<file path="config.mk">
export PLATFORM = sky130hd
export DESIGN_NAME = adc_dual_capture
export DESIGN_NICKNAME = d
export VERILOG_FILES = /design/src/rtl/adc_dual_capture.sv
export SDC_FILE = /design/constraint.sdc
export NUM_CORES = 1
export LEC_CHECK = 0
export CAP_MARGIN = 10
export CORE_MARGIN = 2
export CORE_UTILIZATION = 57
export DETAILED_ROUTE_END_ITERATION = 8
export DONT_BUFFER_PORTS = 1
export GPL_ROUTABILITY_DRIVEN = 0
export PLACE_DENSITY = 0.77
export SETUP_SLACK_MARGIN = 0.02
export SYNTH_ARGS = -nofsm -noshare
export SYNTH_HDL_FRONTEND = slang
export SYNTH_SLANG_ARGS = --single-unit
</file>
<file path="constraint.sdc">
create_clock -name fclk -period 1.4 [get_ports fclk]
set_input_delay 0.21 -clock fclk [delete_from_list [all_inputs] [get_ports fclk]]
set_output_delay 0.21 -clock fclk [all_outputs]
set_load 0.02 [all_outputs]
</file>
<file path="src/rtl/adc_dual_capture.sv">
module adc_dual_capture #(
  parameter int WORD_W = 12
) (
  input  logic              fclk,
  input  logic              rst_n,
  input  logic              ddr_mode,
  input  logic [WORD_W-1:0] par_data,
  input  logic              par_ovr,
  input  logic [WORD_W/2-1:0] ddr_lane,
  output logic [WORD_W-1:0] sample,
  output logic              sample_valid,
  output logic              sample_ovr
);
  localparam int LANES = WORD_W / 2;

  logic [LANES-1:0]  rise_q;
  logic [LANES-1:0]  fall_q;
  logic [WORD_W-1:0] ddr_word;
  logic              mode_q;
  logic              flush_q;
  logic              mode_change;

  always_ff @(posedge fclk) rise_q <= ddr_lane;
  always_ff @(negedge fclk) fall_q <= ddr_lane;

  for (genvar k = 0; k < LANES; k++) begin : g_lane
    assign ddr_word[2*k]   = rise_q[k];
    assign ddr_word[2*k+1] = fall_q[k];
  end

  assign mode_change = ddr_mode != mode_q;

  always_ff @(posedge fclk) begin
    if (!rst_n) begin
      mode_q       <= ddr_mode;
      flush_q      <= 1'b0;
      sample       <= '0;
      sample_valid <= 1'b0;
      sample_ovr   <= 1'b0;
    end else begin
      mode_q  <= ddr_mode;
      flush_q <= mode_change;
      if (mode_change || flush_q) begin
        sample       <= '0;
        sample_valid <= 1'b0;
        sample_ovr   <= 1'b0;
      end else begin
        sample       <= mode_q ? ddr_word : par_data;
        sample_valid <= 1'b1;
        sample_ovr   <= !mode_q && par_ovr;
      end
    end
  end
endmodule

</file>
After elaboration in Yosys (flattened, before gate mapping)
Index checks and enable logic that the tools add are counted.
{ "op_classes": {"reduce_logical": 4, "eq_ne": 1, "bitwise": 1, "n_mux": 2} }
{ "op_table": {"columns": ["op", "n"], "rows": [
  ["12-bit two-way mux", 1],
  ["2-bit OR reduction", 1],
  ["1-bit logical AND", 1],
  ["1-bit zero test", 1],
  ["1-bit logical OR", 1],
  ["1-bit two-way mux", 1],
  ["1-bit inequality test", 1],
  ["1-bit NOT", 1]
]} }
{ "word_totals": {"word_cells": 15, "in_bits": 22, "out_inout_bits": 14, "regBits": 28} }

Longest topological paths before layout
{ "depth": {"depth_word": 3, "mapped_depth": 4, "ltp_nobuf": 2} }

==> flow_metrics.py <==
metrics = {
    "worst_hold_path": {
        "hold_class": "primary input to register",
        "min_from": "ddr_mode",
    },
    "drt": {
        "dr.pass1.iters": 4,
        "drtIter0Drc": 4,
        "num_vias": 573,
        "viasPerCell": 5.510,
        "ant_nets": 0,
        "wl_per_cell_um": 13.15,
        "drcViolationCount": 0,
        "wirelength_um": 1368,
    },
    "finish": {
        "layout-drive-gt1-share": 0.2022,
        "nets": 112,
        "antenna_cells": 0,
        "area_growth_pct": 19.15,
        "num-fill-cells": 90,
    },
    "clock_network": {
        "cts_max_level": 1,
        "clockBufferDepth": 2,
        "numCtsBuffers": 3,
        "cts.clk_slew.worst_paths_ps": 140,
        "worstSkewPairLatency_ps": 370,
        "clock_sinks": 28,
        "tritoncts": "done",
        "cts_setup_buffers": 0,
        "cts_root_buffer": "clkbuf_4",
    },
    "floorplan": {
        "die-width_um": 42.75,
        "core_area_mm2": 0.001350,
        "dieHeight_um": 42.75,
        "row_count": 13,
        "dieArea_mm2": 0.001828,
        "io_pins": 36,
        "start_util": 0.6339,
    },
    "yosys": {
        "avgSynthCellArea_um2": 11.41,
        "ys_seq_area_frac": 0.6550,
        "synth_cells": 75,
        "yosys_warnings": 0,
        "synthesis.area_um2": 855.8,
        "synth_cell_type_count": 15,
        "synth-seq-cells": 28,
        "synth_fp_nets": 97,
    },
    "pwr": {
        "power_mw": 1.393,
        "leakage_nw": 0.4037,
        "ir_worst_vdd_uv": 842.5,
        "powerDensity_mw_per_mm2": 1366,
    },
    "setup_path": {
        "reg2regPathDepth": 2,
        "worstSetupStartpointType": "register",
        "crit_type": "register to register",
        "cpPeakStageDelay_ps": 310,
        "critical_path.max_fanout": 1,
        "crit_arrival_ps": 1590,
        "crit_chain": "nand3_2 > a21oi_2",
        "timing.critical_path.from": "fall_q[1]",
        "end_kind": "register",
        "crit_required_ps": 1660,
        "reg2reg_from": "fall_q[1]",
        "ff2ff_setup_slack_ps": 70,
        "slowest_stage": "dfxtp_2",
        "r2r-end": "sample[3]",
        "endpoint": "sample[3]",
    },
    "timing": {
        "setup_slack_ps": 71.75,
        "setup-tns-final_ps": 0,
        "hold_viol": 0,
        "slew_headroom": 0.8075,
        "setup_viol": 0,
        "skew_ps": 60.53,
        "rsz0062_at_grt": "false",
        "holdWs_ps": 27.81,
        "worst_slew_pin_slew_ps": 288.7,
        "drv_slew": 0,
    },
    "job": {
        "cap_violations": 0,
    },
    "grt": {
        "grt_usage": 0.1501,
        "grt_max_degree": 27,
        "grt_pass1_wl_um": 2090,
        "grt-ovfl-total": 0,
        "antenna_found_initial": 0,
        "grt_pass1_vias": 510,
    },
    "placed_design": {
        "portBuffers": 0,
        "dp_slack_ps": 111.7,
        "dp_hpwl_um": 908,
    },
    "run_status": {
        "status": "complete, no violations",
    },
}
-- where the power goes --
| group | total (mW) | leakage (nW) | switching [mW] | internal (mW) |
|---|---|---|---|---|
| registers | 0.881 | 0.232 | 0.0413 | 0.840 |
| logic | 0.0785 | 0.118 | 0.0298 | 0.0487 |
| clock network | 0.434 | 0.0530 | 0.253 | 0.181 |
-- worst max-delay path: cells and delay by family (launching register included) --
kind               cells  cell delay, ps
AOI/OAI and AO/OA      1             140
DFF                    1             310
and+or+nand+nor        1              70
-- sequential cells by signal, indices dropped and copies added, names as in the netlist --
name / cells
mode_q: 1
sample: 12
fall_q: 6
rise_q: 6
flush_q: 1
sample_valid: 1
sample_ovr: 1
-- worst min-delay path by stage --
stage | endpoint | slack, ps | cells past startpoint
6_report | sample[3] | 30 | 2
5_1_grt | sample[10] | 10 | 2
4_1_cts | sample[3] | 30 | 2
3_5_place_dp | rise_q[5] | 240 | 0
3_3_place_gp | rise_q[3] | 240 | 0
2_1_floorplan | mode_q | 240 | 0
-- cells by family after synthesis --
family | after synthesis | synth area share
xor gates and xnor gates | 1 | 0.01024
DFF | 28 | 0.6550
buffers and inverters | 6 | 0.04239
and+or+nand+nor | 28 | 0.2222
AOI/OAI and AO/OA | 12 | 0.07018
-- through the flow --
step,util,std cells,area (um2)
5_1_grt,0.7553,104,1020
3_3_place_gp,0.6441,87,869.6
4_1_cts,0.7442,104,1005
2_1_floorplan,-,75,855.8
6_report,0.7553,104,1020
3_5_place_dp,0.6441,87,869.6
-- synth_stat cells (all sizes together) --
cell type / number / area [um2]
a21oi: 12 / 60.06
and2: 1 / 6.260
buf: 4 / 28.78
clkbuf: 1 / 3.750
dfxtp: 28 / 560.5
inv: 1 / 3.750
nand2b: 1 / 6.260
nand3: 12 / 60.06
nor2: 1 / 3.750
nor4b: 1 / 8.760
or3b: 12 / 105.1
xor2: 1 / 8.760
-- metal layers --
layer	GRT usage	vias up	share of wire
met5	0	-	0
met3	0.02553	2	0.056
met4	0.07500	0	0.0088
li1	-	285	-
met1	0.1860	268	0.43
met2	0.2485	18	0.51
-- area by class of cell --
cell class / instances / area, um2 / share of cell area
Tap cell: 15 / 18.77 / 0.01840
Timing Repair Buffer: 10 / 107.6 / 0.1055
Clock buffer: 4 / 36.28 / 0.03558
Sequential cell: 28 / 563.0 / 0.5521
Clock inverter: 6 / 22.52 / 0.02209
Multi-Input combinational cell: 41 / 271.5 / 0.2663
-- repair_timing --
action / in CTS / in global routing
hold endpoints to repair: 9 / 0
setup endpoints to repair: 0 / 3
gates resized for setup: 0 / 5
hold buffers: 8 / 0
-- cell usage in the layout (no fill, tap or decap), types with 2 or more instances in the layout --
cell type | Yosys | final
a21oi_1 | 12 | 10
nand3_1 | 12 | 11
inv_1 | 1 | 6
or3b_2 | 7 | 7
a21oi_2 | 0 | 2
dfxtp_1 | 28 | 26
clkbuf_4 | 0 | 3
dfxtp_2 | 0 | 2
dlygate4sd3_1 | 0 | 8
or3b_1 | 5 | 5
No activity file was read; power rests on OpenSTA's default activity.
